`config.mk`:
```
export PLATFORM = sky130hd
export DESIGN_NAME = irq_ack_ctrl
export DESIGN_NICKNAME = d
export VERILOG_FILES = /design/src/rtl/irq_ack_pkg.sv /design/src/rtl/irq_lvl_sel.sv /design/src/rtl/irq_ack_fsm.sv /design/src/rtl/irq_vec_drv.sv /design/src/rtl/irq_ack_ctrl.sv
export SDC_FILE = /design/constraint.sdc
export NUM_CORES = 1
export LEC_CHECK = 0
export ABC_AREA = 0
export CAP_MARGIN = 5
export CORE_AREA = 2 2 39 41
export DETAILED_ROUTE_END_ITERATION = 6
export DIE_AREA = 0 0 41 43
export DONT_BUFFER_PORTS = 1
export PLACE_DENSITY = 0.79
export SYNTH_ARGS = -nofsm -noshare
export SYNTH_HDL_FRONTEND = slang
export SYNTH_HIERARCHICAL = 1
export SYNTH_SLANG_ARGS = --single-unit
```
`constraint.sdc`:
```
create_clock -name clk_i -period 1.35 [get_ports clk_i]
set_input_delay 0.3375 -clock clk_i [delete_from_list [all_inputs] [get_ports clk_i]]
set_output_delay 0.3375 -clock clk_i [all_outputs]
set_load 0.01 [all_outputs]
```
`src/rtl/irq_ack_pkg.sv`:
```
package irq_ack_pkg;
  localparam int unsigned LVL_W     = 4;
  localparam int unsigned VEC_W     = 8;
  localparam int unsigned N_EXT     = 3;
  localparam int unsigned EXT_IDX_W = $clog2(N_EXT);

  typedef enum logic [2:0] {
    S_IDLE, S_BYP, S_ARB, S_OFF, S_ONB, S_DONE
  } ack_st_e;
endpackage

```
`src/rtl/irq_lvl_sel.sv`:
```
module irq_lvl_sel
  import irq_ack_pkg::*;
#(
  parameter int unsigned LW = LVL_W,
  parameter int unsigned XW = EXT_IDX_W
) (
  input  logic          clk_i,
  input  logic          rst_ni,
  input  logic          virt_i,
  input  logic [LW-1:0] addr_i,
  input  logic          addr_le_i,
  input  logic          cap_i,
  output logic          off_o,
  output logic [LW-1:0] lvl_o,
  output logic [XW-1:0] ext_idx_o
);
  logic [LW-1:0] addr_q, lvl_sel, lvl_q;

  always_ff @(posedge clk_i or negedge rst_ni)
    if (!rst_ni)        addr_q <= '0;
    else if (addr_le_i) addr_q <= addr_i;

  assign lvl_sel = virt_i ? addr_i : addr_q;
  // off-board: addr bit2 low, bit3 or bit4 high
  assign off_o   = !lvl_sel[0] && (lvl_sel[1] || lvl_sel[2]);

  always_ff @(posedge clk_i or negedge rst_ni)
    if (!rst_ni)    lvl_q <= '0;
    else if (cap_i) lvl_q <= lvl_sel;

  assign lvl_o     = lvl_q;
  assign ext_idx_o = XW'(lvl_q[2:1] - 2'd1);
endmodule

```
`src/rtl/irq_ack_fsm.sv`:
```
module irq_ack_fsm
  import irq_ack_pkg::*;
#(
  parameter int unsigned NX = N_EXT,
  parameter int unsigned XW = EXT_IDX_W
) (
  input  logic          clk_i,
  input  logic          rst_ni,
  input  logic          iack_i,
  input  logic          off_i,
  input  logic [XW-1:0] ext_idx_i,
  input  logic          byp_ack_i,
  input  logic          arb_gnt_i,
  output logic          cap_o,
  output logic          byp_req_o,
  output logic          arb_req_o,
  output logic [NX-1:0] ext_ack_o,
  output logic          drv_o
);
  ack_st_e st_q, st_d;

  always_ff @(posedge clk_i or negedge rst_ni)
    if (!rst_ni) st_q <= S_IDLE;
    else         st_q <= st_d;

  always_comb begin
    st_d = st_q;
    unique case (st_q)
      S_IDLE: if (iack_i) st_d = off_i ? S_BYP : S_ONB;
      S_BYP:  if (!iack_i) st_d = S_DONE; else if (byp_ack_i) st_d = S_ARB;
      S_ARB:  if (!iack_i) st_d = S_DONE; else if (arb_gnt_i) st_d = S_OFF;
      S_OFF,
      S_ONB:  if (!iack_i) st_d = S_DONE;
      S_DONE: st_d = S_IDLE;
      default: st_d = S_IDLE;
    endcase
  end

  assign cap_o = (st_q == S_IDLE) && iack_i;

  // outputs gated by the live strobe so they drop in the cycle it falls
  logic off_act;
  assign byp_req_o = iack_i && (st_q == S_BYP || st_q == S_ARB || st_q == S_OFF);
  assign arb_req_o = iack_i && (st_q == S_ARB || st_q == S_OFF);
  assign off_act   = iack_i && (st_q == S_OFF);
  assign drv_o     = iack_i && (st_q == S_ONB);

  for (genvar g = 0; g < NX; g++) begin : g_ext
    assign ext_ack_o[g] = off_act && (ext_idx_i == XW'(g));
  end

  a_r4_arb_after_bypass: assert property (@(posedge clk_i) disable iff (!rst_ni)
    $rose(arb_req_o) |-> $past(byp_req_o && byp_ack_i));
  a_r5_grant_before_strobe: assert property (@(posedge clk_i) disable iff (!rst_ni)
    $rose(|ext_ack_o) |-> $past(arb_req_o && arb_gnt_i));
  a_r5_strobe_onehot: assert property (@(posedge clk_i) disable iff (!rst_ni)
    $onehot0(ext_ack_o));
  a_r7_release: assert property (@(posedge clk_i) disable iff (!rst_ni)
    !iack_i |-> !byp_req_o && !arb_req_o && ext_ack_o == '0 && !drv_o);
  a_r8_recover: assert property (@(posedge clk_i) disable iff (!rst_ni)
    st_q == S_DONE |=> st_q == S_IDLE);
endmodule

```
`src/rtl/irq_vec_drv.sv`:
```
module irq_vec_drv #(
  parameter int unsigned LW = 4,
  parameter int unsigned VW = 8
) (
  input  logic          drv_i,
  input  logic [LW-1:0] lvl_i,
  output logic [VW-1:0] vec_o,
  output logic          vec_oe_o,
  output logic          wsel_o
);
  assign vec_o    = drv_i ? VW'(lvl_i) : '0;
  assign vec_oe_o = drv_i;
  assign wsel_o   = drv_i;
endmodule

```
`src/rtl/irq_ack_ctrl.sv`:
```
module irq_ack_ctrl
  import irq_ack_pkg::*;
#(
  parameter int unsigned LW = LVL_W,
  parameter int unsigned VW = VEC_W,
  parameter int unsigned NX = N_EXT
) (
  input  logic          clk_i,
  input  logic          rst_ni,
  input  logic          iack_i,
  input  logic          virt_i,
  input  logic [LW-1:0] addr_i,
  input  logic          addr_le_i,
  input  logic          byp_ack_i,
  input  logic          arb_gnt_i,
  output logic          byp_req_o,
  output logic          arb_req_o,
  output logic [NX-1:0] ext_ack_o,
  output logic [VW-1:0] vec_o,
  output logic          vec_oe_o,
  output logic          wsel_o
);
  localparam int unsigned XW = (NX > 1) ? $clog2(NX) : 1;

  logic          cap, off, drv;
  logic [LW-1:0] lvl;
  logic [XW-1:0] ext_idx;

  irq_lvl_sel #(.LW(LW), .XW(XW)) u_sel (
    .clk_i, .rst_ni, .virt_i, .addr_i, .addr_le_i,
    .cap_i(cap), .off_o(off), .lvl_o(lvl), .ext_idx_o(ext_idx)
  );

  irq_ack_fsm #(.NX(NX), .XW(XW)) u_fsm (
    .clk_i, .rst_ni, .iack_i, .off_i(off), .ext_idx_i(ext_idx),
    .byp_ack_i, .arb_gnt_i, .cap_o(cap), .byp_req_o, .arb_req_o,
    .ext_ack_o, .drv_o(drv)
  );

  irq_vec_drv #(.LW(LW), .VW(VW)) u_drv (
    .drv_i(drv), .lvl_i(lvl), .vec_o, .vec_oe_o, .wsel_o
  );

  a_r6_onboard_no_req: assert property (@(posedge clk_i) disable iff (!rst_ni)
    wsel_o |-> !byp_req_o && !arb_req_o && ext_ack_o == '0);
  a_r10_idle_bus: assert property (@(posedge clk_i) disable iff (!rst_ni)
    !vec_oe_o |-> vec_o == '0);
endmodule

```
==> impl_metrics.py <==
metrics = {
    "sta": {
        "hold_ws_ns": 0.187,
        "finalCritPeriodShare_pct": 119,
        "final_hold_viol_count": 0,
        "setup_ws_ns": -0.259,
        "min_period_ns": 1.61,
        "fin_skew_ns": 0.000864,
        "slew_viol_final": 0,
        "rsz0062_at_grt": "yes",
        "setup_violations": 11,
        "clock.fmax_mhz": 622,
    },
    "yosys": {
        "synth_top_area_cell": "dfrtp_1",
        "syn_area_um2": 676,
        "avgSynthCellArea_um2": 9.65,
        "ys_ff_latch": 11,
        "synth-edff-count": 0,
        "async_reset_ff_share_pct": 100,
        "yosys-top-cells-area": "dfrtp_1 (41%), mux2i_1 (7.4%), buf_4 (6.7%)",
        "synthFlopType": "dfrtp_1",
        "ys.warnings.count": 6,
        "synth_cell_types": 26,
        "postSynthCellCount": 70,
        "seq_area_frac_synth_pct": 40.7,
        "synth_top_area_share_pct": 40.7,
    },
    "clock_network": {
        "cts_tree": "done",
        "clockBufferDepth": 2,
        "clk_latency_ns": 0.26,
        "htreeDepth": 1,
        "cts.sinks": 11,
        "numCtsBuffers": 3,
        "cts_root_buffer": "clkbuf_4",
        "clk_pin_slew_worst_paths_ns": 0.07,
    },
    "worst_setup_path": {
        "critPathArrivalTime_ns": 1.27,
        "critPathMaxFanout": 3,
        "r2r_setup_slack_ns": 0.08,
        "required_ns": 1.01,
        "end_kind": "output pin",
        "path_class": "register to output pin",
        "critPathLaunchType": "register",
    },
    "drt": {
        "vias": 521,
        "postRouteAntennaNets": 0,
        "drt_pass1_iterations": 4,
        "wl_um": 1200,
        "drc_errors": 0,
        "first_iter_violations": 7,
        "drt-wirelength-per-cell_um": 12.4,
        "vias_per_cell": 5.37,
    },
    "global_routing": {
        "grtUsageTotal_pct": 16.5,
        "grt_pass1_vias": 527,
        "grt_max_degree": 12,
        "grt_overflow_total": 0,
        "grt_pass1_wl_um": 2010,
        "antenna_found_initial": 0,
    },
    "finish": {
        "synthToLayoutAreaGrowth_pct": 23.5,
        "nNetsFinal": 93,
        "antenna_cells": 0,
        "drive_above_1_share_pct": 40.7,
    },
    "outcome": {
        "violations": "setup timing",
        "status": "finished, violations left",
    },
    "floorplan": {
        "rows": 14,
        "coreArea_mm2": 0.00138,
        "chipHeight_um": 43,
        "die_w_um": 41,
        "dieArea_mm2": 0.00176,
        "io_pins": 26,
        "start_util_pct": 48.8,
    },
    "hold_path": {
        "min_path_type": "input pin to register",
    },
    "power_and_ir_drop": {
        "total_power_mw": 1.52,
        "p_per_area_mw_per_mm2": 1820,
        "leakagePower_nw": 0.380,
        "ir_worst_vdd_v": 0.000747,
    },
    "place": {
        "gp_congestion": 0.736,
        "dp_hpwl_um": 902,
        "port_buffers": 0,
    },
    "flow_run": {
        "cap_violations": 0,
    },
}
cells by family (layout without fill, tap and decap cells):
kind of cell           after synthesis  in the layout  share of synthesized area (%)
AND/OR/NAND/NOR                     21             21                           18.0
AO/OA/AOI/OAI                       14             14                           12.4
buffers and inverters               13             21                           13.0
flip-flops                          11             11                           40.7
multiplexers                         9              9                           14.1
other                                1              4                          0.555
XOR/XNOR                             1              1                           1.30
through the flow:
| step | instance area (um^2) | utilization (%) | TNS [ns] | setup slack (ns) | instances |
|---|---|---|---|---|---|
| after CTS | 836 | 60.4 | -1.74 | -0.277 | 98 |
| after global placement | 702 | 50.7 | 0 | 0.0469 | 89 |
| after global routing | 835 | 60.3 | -2.36 | -0.387 | 97 |
| after detailed placement | 702 | 50.7 | -0.0301 | -0.0301 | 89 |
| final | 835 | 60.3 | -1.57 | -0.259 | 97 |
| after floorplan | 687 | - | -0.196 | -0.0427 | 73 |
repair_timing:
item,CTS,global route
gates resized for setup,17,2
pin swaps,4,3
hold endpoints to repair,11,0
endpoints found under the setup margin,11,11
buffers inserted,4,1
hold buffers,1,0
placed cells by master, fill, tap and decap left out, drive strengths merged, types with 4 or more instances in the layout:
master,count
mux2i,5
buf,12
conb,4
nor2,8
dfrtp,11
mux2,4
clkbuf,4
a21oi,6
inv,4
and2,4
cell type report:
cell class	instances	area, um^2
clock buffers	4	26.3
fillers	119	549
inverters	4	15.0
multi-input cells	49	390
flip-flops and latches	11	275
well taps	16	20.0
repair buffers	13	108
power breakdown:
part	leakage [nW]	total, mW	switching (mW)	internal [mW]
registers	0.128	0.518	0.0792	0.438
logic	0.237	0.785	0.374	0.411
clock network	0.0150	0.218	0.104	0.114
total	0.380	1.52	0.557	0.963
cells in the mapped netlist, types with 2 or more instances:
| cell | instances |
|---|---|
| mux2i_1 | 5 |
| a21oi_1 | 6 |
| and2_1 | 4 |
| buf_4 | 6 |
| dfrtp_1 | 11 |
| mux2_2 | 4 |
| inv_1 | 4 |
| o21bai_1 | 2 |
| nor2_1 | 8 |
| o21ai_0 | 2 |
| nor4_1 | 2 |
| buf_6 | 2 |
path summary, 6_finish.rpt:
path | startpoint | endpoint | cells past startpoint
min in group asynchronous | rst_ni | u_sel/lvl_o[0] | 1
max in group asynchronous | rst_ni | u_sel/addr_q[0] | 1
setup reg to reg | u_sel/addr_q[2] | u_fsm/st_q[0] | 5
hold reg to reg | u_sel/addr_q[3] | u_sel/addr_q[3] | 1
setup / recovery | u_sel/lvl_o[1] | ext_ack_o[1] | 4
hold / removal | iack_i | u_fsm/st_q[2] | 1
worst max-delay path: stages, from the launching register on:
cell     delay (ns)
dfrtp_1        0.42
inv_2          0.11
inv_1          0.06
nor4_2         0.26
buf_4          0.16
registers in the layout, summed over array words and instances, names as in the netlist:
signal / cells
u_sel/addr_q: 4
u_sel/lvl_o: 4
u_fsm/st_q: 3
routing by layer:
metal / vias up / global-route usage, % / part of all wire [%]
met5: - / 0 / 0
li1: 255 / - / -
met3: 2 / 4.19 / 4.2
met4: 0 / 8.00 / 1.2
met1: 252 / 14.9 / 39
met2: 12 / 30.6 / 56
Note: power is estimated with default switching activity, not from simulation.
